[src/rtl/uart_irq_pkg.sv]
package uart_irq_pkg;

   localparam int unsigned IRQ_BITS  = 11;
   localparam int unsigned NUM_LINES = 6;
   localparam int unsigned ADDR_W    = 2;

   // status bit positions (layout decoded by software)
   localparam int unsigned B_RI   = 0;
   localparam int unsigned B_CTS  = 1;
   localparam int unsigned B_DCD  = 2;
   localparam int unsigned B_DSR  = 3;
   localparam int unsigned B_RX   = 4;
   localparam int unsigned B_TX   = 5;
   localparam int unsigned B_TMO  = 6;
   localparam int unsigned B_FRM  = 7;
   localparam int unsigned B_PAR  = 8;
   localparam int unsigned B_BRK  = 9;
   localparam int unsigned B_OVR  = 10;

   typedef logic [IRQ_BITS-1:0] irq_vec_t;

   typedef enum logic [ADDR_W-1:0] {
      REG_ENABLE = 2'd0,
      REG_RAW    = 2'd1,
      REG_MASKED = 2'd2,
      REG_CLEAR  = 2'd3
   } reg_addr_e;

   // which status bits feed request line idx
   function automatic irq_vec_t line_mask(input int unsigned idx);
      irq_vec_t m;
      m = '0;
      case (idx)
         0: m = '1;
         1: m[B_RX]  = 1'b1;
         2: m[B_TX]  = 1'b1;
         3: m[B_TMO] = 1'b1;
         4: begin
            m[B_RI] = 1'b1; m[B_CTS] = 1'b1; m[B_DCD] = 1'b1; m[B_DSR] = 1'b1;
         end
         5: begin
            m[B_FRM] = 1'b1; m[B_PAR] = 1'b1; m[B_BRK] = 1'b1; m[B_OVR] = 1'b1;
         end
         default: m = '0;
      endcase
      return m;
   endfunction

endpackage

[src/rtl/uart_irq_status.sv]
module uart_irq_status
   import uart_irq_pkg::*;
(
   input  logic     clk_i,
   input  logic     rst_ni,
   input  irq_vec_t set_i,
   input  logic     clr_we_i,
   input  irq_vec_t clr_vec_i,
   output irq_vec_t raw_o
);

   irq_vec_t raw_q;
   irq_vec_t clr_eff;

   assign clr_eff = clr_we_i ? clr_vec_i : '0;

   always_ff @(posedge clk_i) begin
      if (!rst_ni) raw_q <= '0;
      else         raw_q <= (raw_q & ~clr_eff) | set_i;
   end

   assign raw_o = raw_q;


   raw_hold_chk: assert property (@(posedge clk_i) disable iff (!rst_ni)
      (!clr_we_i && set_i == '0) |=> $stable(raw_q));


   clear_apply_chk: assert property (@(posedge clk_i) disable iff (!rst_ni)
      clr_we_i |=> ((raw_q & $past(clr_vec_i & ~set_i)) == '0));


   set_wins_chk: assert property (@(posedge clk_i) disable iff (!rst_ni)
      (set_i != '0) |=> ((raw_q & $past(set_i)) == $past(set_i)));

endmodule

[src/rtl/uart_irq_regs.sv]
module uart_irq_regs
   import uart_irq_pkg::*;
#(
   parameter int unsigned DATA_W = 32
)(
   input  logic              clk_i,
   input  logic              rst_ni,
   input  logic              acc_we_i,
   input  logic [ADDR_W-1:0] acc_addr_i,
   input  logic [DATA_W-1:0] acc_wdata_i,
   input  irq_vec_t          raw_i,
   output irq_vec_t          en_o,
   output logic              clr_we_o,
   output irq_vec_t          clr_vec_o,
   output logic [DATA_W-1:0] acc_rdata_o
);

   localparam int unsigned PAD_W = DATA_W - IRQ_BITS;

   generate
      if (DATA_W <= IRQ_BITS) begin : g_bad_width
         $error("uart_irq_regs: DATA_W must exceed the status width");
      end
   endgenerate

   irq_vec_t en_q;
   irq_vec_t wvec;
   irq_vec_t rd_vec;
   logic     unused_hi;

   assign wvec      = acc_wdata_i[IRQ_BITS-1:0];
   assign unused_hi = ^acc_wdata_i[DATA_W-1:IRQ_BITS];

   always_ff @(posedge clk_i) begin
      if (!rst_ni)
         en_q <= '0;
      else if (acc_we_i && acc_addr_i == REG_ENABLE)
         en_q <= wvec;
   end

   assign clr_we_o  = acc_we_i && (acc_addr_i == REG_CLEAR);
   assign clr_vec_o = wvec;
   assign en_o      = en_q;

   always_comb begin
      case (reg_addr_e'(acc_addr_i))
         REG_ENABLE: rd_vec = en_q;
         REG_RAW:    rd_vec = raw_i;
         REG_MASKED: rd_vec = raw_i & en_q;
         default:    rd_vec = '0;
      endcase
   end

   assign acc_rdata_o = {{PAD_W{1'b0}}, rd_vec};


   enable_store_chk: assert property (@(posedge clk_i) disable iff (!rst_ni)
      (acc_we_i && acc_addr_i == REG_ENABLE) |=> (en_q == $past(wvec)));


   enable_keep_chk: assert property (@(posedge clk_i) disable iff (!rst_ni)
      !(acc_we_i && acc_addr_i == REG_ENABLE) |=> $stable(en_q));

endmodule

[src/rtl/uart_irq_route.sv]
module uart_irq_route
   import uart_irq_pkg::*;
#(
   parameter int unsigned LINES = NUM_LINES
)(
   input  logic             clk_i,
   input  logic             rst_ni,
   input  irq_vec_t         masked_i,
   output logic [LINES-1:0] irq_o
);

   generate
      if (LINES != NUM_LINES) begin : g_bad_lines
         $error("uart_irq_route: LINES must equal the defined line count");
      end
   endgenerate

   logic [LINES-1:0] irq_q;

   for (genvar l = 0; l < LINES; l++) begin : g_line
      localparam irq_vec_t SEL = line_mask(l);
      always_ff @(posedge clk_i) begin
         if (!rst_ni) irq_q[l] <= 1'b0;
         else         irq_q[l] <= |(masked_i & SEL);
      end
   end

   assign irq_o = irq_q;


   combined_line_chk: assert property (@(posedge clk_i) disable iff (!rst_ni)
      1'b1 |=> (irq_q[0] == ($past(masked_i) != '0)));


   error_line_chk: assert property (@(posedge clk_i) disable iff (!rst_ni)
      1'b1 |=> (irq_q[5] == ($past(masked_i[B_OVR:B_FRM]) != 4'd0)));


   modem_line_chk: assert property (@(posedge clk_i) disable iff (!rst_ni)
      1'b1 |=> (irq_q[4] == ($past(masked_i[B_DSR:B_RI]) != 4'd0)));

endmodule

[src/rtl/uart_irq_router.sv]
module uart_irq_router
   import uart_irq_pkg::*;
#(
   parameter int unsigned DATA_W = 32
)(
   input  logic                 clk_i,
   input  logic                 rst_ni,
   input  logic [IRQ_BITS-1:0]  evt_set_i,
   input  logic                 acc_we_i,
   input  logic [ADDR_W-1:0]    acc_addr_i,
   input  logic [DATA_W-1:0]    acc_wdata_i,
   output logic [DATA_W-1:0]    acc_rdata_o,
   output logic [NUM_LINES-1:0] irq_o
);

   irq_vec_t raw;
   irq_vec_t en;
   irq_vec_t clr_vec;
   logic     clr_we;

   uart_irq_regs #(.DATA_W(DATA_W)) i_regs (
      .clk_i       (clk_i),
      .rst_ni      (rst_ni),
      .acc_we_i    (acc_we_i),
      .acc_addr_i  (acc_addr_i),
      .acc_wdata_i (acc_wdata_i),
      .raw_i       (raw),
      .en_o        (en),
      .clr_we_o    (clr_we),
      .clr_vec_o   (clr_vec),
      .acc_rdata_o (acc_rdata_o)
   );

   uart_irq_status i_status (
      .clk_i     (clk_i),
      .rst_ni    (rst_ni),
      .set_i     (evt_set_i),
      .clr_we_i  (clr_we),
      .clr_vec_i (clr_vec),
      .raw_o     (raw)
   );

   uart_irq_route #(.LINES(NUM_LINES)) i_route (
      .clk_i    (clk_i),
      .rst_ni   (rst_ni),
      .masked_i (raw & en),
      .irq_o    (irq_o)
   );


   rx_line_chk: assert property (@(posedge clk_i) disable iff (!rst_ni)
      1'b1 |=> (irq_o[1] == $past(raw[B_RX] & en[B_RX])));

endmodule

[config.mk]
export PLATFORM = sky130hd
export DESIGN_NAME = uart_irq_router
export DESIGN_NICKNAME = d
export VERILOG_FILES = /design/src/rtl/uart_irq_pkg.sv /design/src/rtl/uart_irq_status.sv /design/src/rtl/uart_irq_regs.sv /design/src/rtl/uart_irq_route.sv /design/src/rtl/uart_irq_router.sv
export SDC_FILE = /design/constraint.sdc
export NUM_CORES = 1
export LEC_CHECK = 0
export BUFFER_PORTS_ARGS = -buffer_cell sky130_fd_sc_hd__buf_2
export CAP_MARGIN = 15
export CORE_AREA = 5 5 71 60
export CTS_BUF_LIST = sky130_fd_sc_hd__clkbuf_16
export DETAILED_ROUTE_END_ITERATION = 8
export DIE_AREA = 0 0 76 65
export PLACE_DENSITY = 0.83
export SLEW_MARGIN = 20
export SYNTH_ARGS = -nofsm -noshare
export SYNTH_HDL_FRONTEND = slang
export SYNTH_SLANG_ARGS = --single-unit
[constraint.sdc]
create_clock -name clk_i -period 1.4 [get_ports clk_i]
set_input_delay 0.35 -clock clk_i [delete_from_list [all_inputs] [get_ports clk_i]]
set_output_delay 0.35 -clock clk_i [all_outputs]
set_load 0.02 [all_outputs]
# ---- Yosys cells after proc, flatten, opt, wreduce, memory -nomap -nowiden
# Cells that the tools add are included.
dict set report classes {
  div_mod_pow 0
  n_eq_ne 3
  muxes 2
  multipliers 0
  bitwise_logic 4
  n_shift 0
  n_addsub 0
  magnitude_cmp 0
  n_reduce_logical 6
}
# operator count
set op_table {}
lappend op_table {{11-bit one-hot mux with 3 select lines} 1}
lappend op_table {{11-bit AND} 2}
lappend op_table {{11-bit two-way mux} 1}
lappend op_table {{11-bit inverter} 1}
lappend op_table {{11-bit OR} 1}
lappend op_table {{11-bit OR reduction} 1}
lappend op_table {{4-bit OR reduction} 2}
lappend op_table {{2-bit equality test (second input constant)} 2}
lappend op_table {{2-bit by 1-bit equality test with 1-bit output (second input constant)} 1}
lappend op_table {{1-bit logical AND} 2}
lappend op_table {{2-bit logical NOT} 1}
dict set report totals {
  ram_bits 0
  reg_bits 28
  word_cells 23
  out_inout_bits 38
  n_memories 0
  romBits 0
  latch_bits 0
}

# ---- Longest topological paths before layout
# Gate-level depths: netlist of the first run.
dict set report depth {
  ltp_word 6
  depth_mapped 4
}

# ---- Modules after synthesis
# From an unflattened synthesis of the first run, not the netlist that was laid out.
dict set report hier_totals {
  hier_cells 182
  hier_area_um2 1620.3
}
# mod seq_area_each_um2 cells_per_inst instances area_each_um2
set modules_own_cells {}
lappend modules_own_cells {uart_irq_regs 220.2 109 1 894.6}
lappend modules_own_cells {uart_irq_status 220.2 46 1 470.5}
lappend modules_own_cells {uart_irq_route 120.1 16 1 186.4}
lappend modules_own_cells {uart_irq_router 0.0 11 1 68.8}

# ---- Worst setup path after synthesis of the first run
# OpenSTA, ideal clock, no wires.
dict set report synth_path {
  kind {in2out}
  from {input acc_addr_i[1]}
  to {output acc_rdata_o[0]}
  stages 4
  arrival_time_ns 1.065
  required_ns 1.050
  path_buffers 2
  setup_slack_ns -0.015
  cell_sequence {buf_2 -> nor2_1 -> buf_2 -> a32o_1}
}
dict set report synth_via {
  elab_chain_cells 2
  word_cells_on_any_way 4
}
# item line
set synth_rtl {}
lappend synth_rtl {{start, declared} uart_irq_router.sv:10} ;# input logic [ADDR_W-1:0] acc_addr_i,
lappend synth_rtl {{2-bit equality test, or another cell as far along} uart_irq_regs.sv:46} ;# case (reg_addr_e'(acc_addr_i))
lappend synth_rtl {{11-bit one-hot mux with 3 select lines (*)} uart_irq_regs.sv:46}
lappend synth_rtl {{end, declared} uart_irq_router.sv:12} ;# output logic [DATA_W-1:0] acc_rdata_o,
# Mark *: on every way between the ends. The rest lies on a longest branch, timed or not.

# ---- Final worst setup path of the first run
dict set report layout_path {
  from {register i_status.raw_q[4], in the netlist i_status.raw_o[4]}
  to {output acc_rdata_o[4]}
}
dict set report layout_via {
  elab_chain_cells 2
}
# item line
set layout_rtl {}
lappend layout_rtl {{start, declared} uart_irq_status.sv:12} ;# irq_vec_t raw_q;
lappend layout_rtl {{start signal, assigned} uart_irq_status.sv:19} ;# else raw_q <= (raw_q & ~clr_eff) | set_i;
lappend layout_rtl {{11-bit AND} uart_irq_regs.sv:49} ;# REG_MASKED: rd_vec = raw_i & en_q;
lappend layout_rtl {{11-bit one-hot mux with 3 select lines (*)} uart_irq_regs.sv:46}
# Marked as above.

==> impl_metrics.csv, run 1 <==
group,metric,value,unit
layout,layout-drive-gt1-share,50.2,%
placement,io_buffer_count,43,
layout,postLayoutCoreUtil,56.9,%
pwr,p_per_area,957,nW/um^2
synthesis,synthArstFlopShare,0,%
routing,antenna_left,0,
clock_tree,numCtsBuffers,3,
critical_path,crit_chain,"or2b_1, a32o_2, buf_6",
critical_path,worstSetupPathType,"reg2out",
pwr,peakVddDrop,748,uV
critical_path,r2r_cells,4,
critical_path,crit_slowest_cell,"dfxtp_2",
die,die_height,65,um
sta,fmax,646,MHz
clock_tree,clk_pin_slew,0.07,ns
synthesis,avgSynthCellArea,9.97,um^2
placement,gp_congestion,0.753,
sta,hold_viol,0,
global_routing,grt_usage,13.6,%
critical_path,cp_max_fo,2,
critical_path,slowest_delay,0.33,ns
synthesis,yosysTopAreaCell,"dfxtp_1",
synthesis,synthCells,141,
critical_path,cp_top_family,"flip-flops",
clock_tree,ctsHoldBuffers,0,
routing,first_iter_violations,63,
critical_path,r2r_start,"i_status.raw_o[6]",
routing,post_drt_wl_per_cell,15.0,um
sta,rsz0062_at_grt,"yes",
run_status,status,"complete, but fails checks",
worst_hold_path,hp-start,"evt_set_i[5]",
critical_path,end_kind,"output pin",
synthesis,synth_edf_count,0,
global_routing,overflow,0,
synthesis,synth_area_leaders,"dfxtp_1 (40%), buf_4 (11%), a32o_1 (7.8%), mux2i_1 (7.8%), a21boi_0 (6.4%)",
global_routing,grt_pass1_wl,5.38,mm
sta,setup_viol,11,
routing,routed-via-count,1214,
critical_path,timing.rr.end,"i_route.irq_o[0]",
global_routing,grt_max_degree,29,
layout,finalNetCount,254,
placement,post-dp-hpwl,2.30,mm
die,die_width,76,um
sta,period_minus_slack,1.55,ns
sta,fin_worst_skew,0.00408,ns
clock_tree,ctsRootBufferMaster,"clkbuf_16",
routing,drtPass1Iterations,4,
die,rows,20,
clock_tree,cts_sinks,28,
global_routing,antenna_found_initial,0,
synthesis,yosysSeqAreaShare,39.9,%
synthesis,synth_cell_types,22,
sta,layout_setup_ws,-0.148,ns
clock_tree,ctsHtreeMaxLevel,1,
synthesis,yosysTopAreaCellShare,39.9,%
pwr,p_leak,0.000984,uW
routing,vias_per_cell,4.88,
synthesis,yosys.cell_count.top_type,"dfxtp_1",
synthesis,synth_warnings,0,
synthesis,synth_ff_type,"dfxtp_1",
synthesis,synth-seq-cells,28,
placement,dpl_cell_area,1630,um^2
die,core_area,3580,um^2
worst_hold_path,whs_endpoint,"i_status.raw_o[5]",
clock_tree,cts_tree,"done",
synthesis,netlist_area,1410,um^2
die,start_util,39.3,%
die,die-area,4940,um^2
die,io_pins,86,
synthesis,synth.top_cells.by_count,"dfxtp_1 (28), buf_4 (21), a21boi_0 (12), o21a_1 (12)",
sta,holdWs,0.288,ns
run_status,violations,"setup timing",
layout,area_growth,44.8,%
critical_path,path_buf_inv,1,
clock_tree,clk_path_buf_depth,2,
sta,period_share,111,%
worst_hold_path,holdCritPathClass,"in2reg",
sta,finalMaxSlewViolations,0,
critical_path,cp.arrival,1.20,ns
critical_path,cp.required,1.05,ns
clock_tree,clock_latency,0.26,ns
global_routing,grt_pass1_vias,1132,
worst_hold_path,worstHoldPathCells,2,
critical_path,rrSetupSlack,0.18,ns
flow_run,maxCapViolations,0,
layout,antenna_cells,0,
layout,fin_area,2030,um^2
critical_path,critPathLaunchType,"flop",
routing,drt-total-wl,3.75,mm
routing,post-route-drc-count,0,
placement,dp_slack,-0.404,ns
-- layout make-up --
class / count / area (um^2)
Fill cell: 317 / 1540
Multi-Input combinational cell: 103 / 788
Sequential cell: 28 / 574
Timing Repair Buffer: 69 / 532
Clock buffer: 3 / 75.1
Tap cell: 44 / 55.1
Inverter: 1 / 6.26
Clock inverter: 1 / 3.75
-- kinds of logic after synthesis --
logic type	count (synthesis)	synth area share, %
flip-flops	28	39.9
AND/OR/NAND/NOR	31	14.0
buffers and inverters	30	14.5
AO/OA/AOI/OAI	40	23.5
other	1	0.267
multiplexers	11	7.84
-- per-stage QoR --
step | cells | setup TNS (ns) | total power (uW)
floorplan | 161 | 0 | 1120
global placement | 228 | -4.90 | 1170
detailed placement | 228 | -4.80 | 1180
CTS | 245 | -0.717 | 1900
global route | 249 | -1.01 | 2020
finish | 249 | -0.699 | 1950
-- power by group --
group,leakage (uW),total (uW),switching (uW),internal [uW]
clock,0.0000385,660,277,383
combinational,0.000713,422,211,211
sequential,0.000232,865,24.8,840
total,0.000984,1950,512,1430
-- worst reg2reg max path, delay by kind of cell (launching register included) --
kind,cells,cell delay (ns)
AND/OR/NAND/NOR,1,0.14
buffers and inverters,1,0.13
flip-flops,1,0.32
AO/OA/AOI/OAI,2,0.52
-- flip-flops by register name (all words and copies together) (netlist names) --
| name | cells |
|---|---|
| i_regs.en_o | 11 |
| i_status.raw_o | 11 |
| i_route.irq_o | 6 |
-- timing repair --
action,CTS,global route
endpoints found under the setup margin,11,16
buffers inserted,13,4
resized for setup,41,15
hold endpoints to repair,0,0
pin swaps,10,6
-- cells in the final DEF (no fill, tap or decap), types with 2 or more instances in the layout --
master / synthesis / routed
nand2b_4: 0 / 6
a22oi_1: 4 / 4
nor2b_1: 11 / 11
or2b_1: 2 / 2
buf_8: 0 / 2
a21boi_0: 12 / 12
buf_6: 1 / 17
buf_2: 4 / 31
conb_1: 1 / 21
a32o_2: 0 / 11
dfxtp_2: 0 / 11
clkbuf_16: 0 / 3
buf_4: 21 / 18
o21a_1: 12 / 12
mux2i_1: 11 / 11
and3_1: 4 / 4
dfxtp_1: 28 / 17
nand2b_1: 9 / 3
-- worst max path at each step --
stage                       from        endpoint  slack, ns  cells past startpoint
2_1_floorplan      acc_addr_i[1]  acc_rdata_o[0]       0.04                      4
3_3_place_gp       acc_addr_i[1]  acc_rdata_o[9]      -0.41                      4
3_5_place_dp       acc_addr_i[1]  acc_rdata_o[1]      -0.40                      4
4_1_cts        i_status.raw_o[9]  acc_rdata_o[9]      -0.14                      3
5_1_grt        i_status.raw_o[9]  acc_rdata_o[9]      -0.17                      3
6_report       i_status.raw_o[4]  acc_rdata_o[4]      -0.15                      3
-- metal layers --
metal / routed length, um / vias up / global-route usage (%)
met5: 0 / - / 0
met4: 65 / 0 / 4.00
met3: 260 / 10 / 4.17
met2: 1870 / 46 / 22.6
met1: 1550 / 566 / 17.0
li1: - / 592 / -
(Power assumes the default switching activity.)
==> run 2, diff against run 1 <==
--- a/config.mk
+++ b/config.mk
@@ -16,3 +16,4 @@
 export SYNTH_ARGS = -nofsm -noshare
 export SYNTH_HDL_FRONTEND = slang
 export SYNTH_SLANG_ARGS = --single-unit
+export TNS_END_PERCENT = 1
==> run 2 against run 1 <==
Compared with the run above:
- the flow still finishes with violations (setup timing)
- core utilization fell by 7.1 points
- clock power fell by 3.9%
- worst hold slack improved by 0.0063 ns
- register-to-register slack gained 0.10 ns
- first-iteration DRC count decreased by 11%
- non-clock buffer count decreased by 12
- via count down 8.9%
- final area is 12% lower
- combinational power down 26%
- setup slack better by 0.0085 ns
- routed wire length is 19% lower
- critical path depth did not move
==> impl_metrics.csv, run 2 (synthesis results as in run 1) <==
group,metric,value,unit
run_status,status,"complete, but fails checks",
run_status,violations,"setup timing",
die,core_area,3580,um^2
routing,routed-via-count,1106,
sta,fin_worst_skew,0.00466,ns
global_routing,grtUsageMet1,15.2,%
sta,period_share,110,%
routing,first_iter_violations,56,
pwr,clkPwrFrac,34.9,%
pwr,p_comb_share,17.3,%
die,die-area,4940,um^2
layout,area_growth,26.7,%
clock_tree,clk_pin_slew,0.07,ns
layout,final_cells,237,
critical_path,critPathLaunchType,"flop",
routing,vias_per_cell,4.67,
global_routing,grt_pass1_vias,1030,
die,die_width,76,um
global_routing,overflow,0,
clock_tree,numCtsBuffers,3,
clock_tree,clk_path_buf_depth,2,
critical_path,end_kind,"output pin",
pwr,netSwitchingFraction,24.9,%
sta,layout_setup_ws,-0.139,ns
worst_hold_path,holdCritPathClass,"in2reg",
clock_tree,ctsRootBufferMaster,"clkbuf_16",
sta,rsz0062_at_grt,"yes",
global_routing,grt_usage,12.1,%
pwr,switchingPower,453,uW
pwr,p_seq_share,47.9,%
routing,post-route-drc-count,0,
clock_tree,ctsHoldBuffers,0,
critical_path,worstSetupPathType,"reg2out",
placement,io_buffer_count,43,
pwr,p_total,1820,uW
sta,finalSetupTns,-0.945,ns
sta,setup_viol,11,
placement,dpl_cell_area,1660,um^2
pwr,p_leak,0.000828,uW
global_routing,antenna_found_initial,0,
layout,antenna_cells,0,
layout,fin_area,1780,um^2
placement,post-dp-hpwl,2.38,mm
placement,gp_congestion,0.811,
clock_tree,cts_sinks,28,
die,io_pins,86,
sta,fmax,650,MHz
clock_tree,clock_latency,0.26,ns
pwr,intPower,1360,uW
routing,drt-total-wl,3.03,mm
routing,drtPass1Iterations,4,
global_routing,busiest_layer,"met2",
clock_tree,ctsHtreeMaxLevel,1,
global_routing,grt_max_degree,29,
sta,holdWs,0.294,ns
clock_tree,cts_tree,"done",
global_routing,met3_usage,4.72,%
critical_path,cp.required,1.05,ns
sta,finalMaxSlewViolations,0,
die,die_height,65,um
global_routing,grt_use_met2,19.4,%
pwr,peakVddDrop,654,uV
layout,layout-drive-gt1-share,38.9,%
sta,hold_viol,0,
layout,multi_input_area,722,um^2
flow_run,maxCapViolations,0,
layout,layout_commonest_cell,"buf_2",
global_routing,grt_pass1_wl,4.78,mm
pwr,p_per_area,1020,nW/um^2
layout,regArea,573,um^2
routing,post_drt_wl_per_cell,12.8,um
die,rows,20,
placement,dp.cells,233,
critical_path,cp.arrival,1.19,ns
critical_path,cp_max_fo,2,
sta,period_minus_slack,1.54,ns
layout,final_cell_mix,"buf_2 (38), conb_1 (21), dfxtp_1 (18)",
routing,antenna_left,0,
layout,finalNetCount,242,
die,start_util,39.3,%
layout,fillCellCount,362,
-- run 2: cell types whose count changed in the layout (fill, tap and decap cells not counted), sizes merged --
cell and delta:
clkbuf +1, buf -13
-- run 2: worst max-delay path, stage by stage (launching register included) --
cell,delay (ns)
dfxtp_2,0.32
or2b_1,0.21
a32o_2,0.27
buf_6,0.13
-- run 2: final cells by class --
cell class,count,share of cell area (%)
multi-input cells,103,40.5
flip-flops and latches,28,32.2
repair buffers,57,19.5
clock buffers,3,4.22
well taps,44,3.09
clock inverters,1,0.211
inverters,1,0.211
-- run 2: metrics by stage --
stage | util, % | worst slack (ns)
final | 49.8 | -0.139
after global routing | 49.8 | -0.175
after CTS | 49.1 | -0.150
after detailed placement | 46.3 | -0.107
after global placement | 46.3 | -0.103
after floorplan | - | -0.0146
-- run 2: power groups by stage --
stage | Clock (uW) | Combinational, uW | Sequential (uW)
after CTS | 673 | 309 | 867
final | 634 | 314 | 870
after global routing | 691 | 344 | 876
after global placement | 0 | 300 | 881
after floorplan | 0 | 239 | 882
after detailed placement | 0 | 304 | 883
-- run 2: layer usage --
metal | routed length, um | part of all wire [%]
met5 | 0 | 0
met3 | 287 | 9.5
met4 | 10 | 0.33
met1 | 1290 | 42
met2 | 1450 | 48
-- run 2: final timing paths --
path         slack, ns  depth (start not counted)           endpoint         startpoint
min               0.29                          2  i_status.raw_o[0]       evt_set_i[0]
max reg2reg       0.28                          4   i_route.irq_o[0]  i_status.raw_o[4]
min reg2reg       0.52                          1   i_route.irq_o[3]     i_regs.en_o[6]
max              -0.14                          3     acc_rdata_o[4]  i_status.raw_o[4]
-- run 2: repair_timing --
action                                  4_1_cts  5_1_grt
setup buffers                                 0        0
resized for setup                            12       10
pin swaps                                     1        1
cloned                                        0        0
endpoints found under the setup margin       11       11
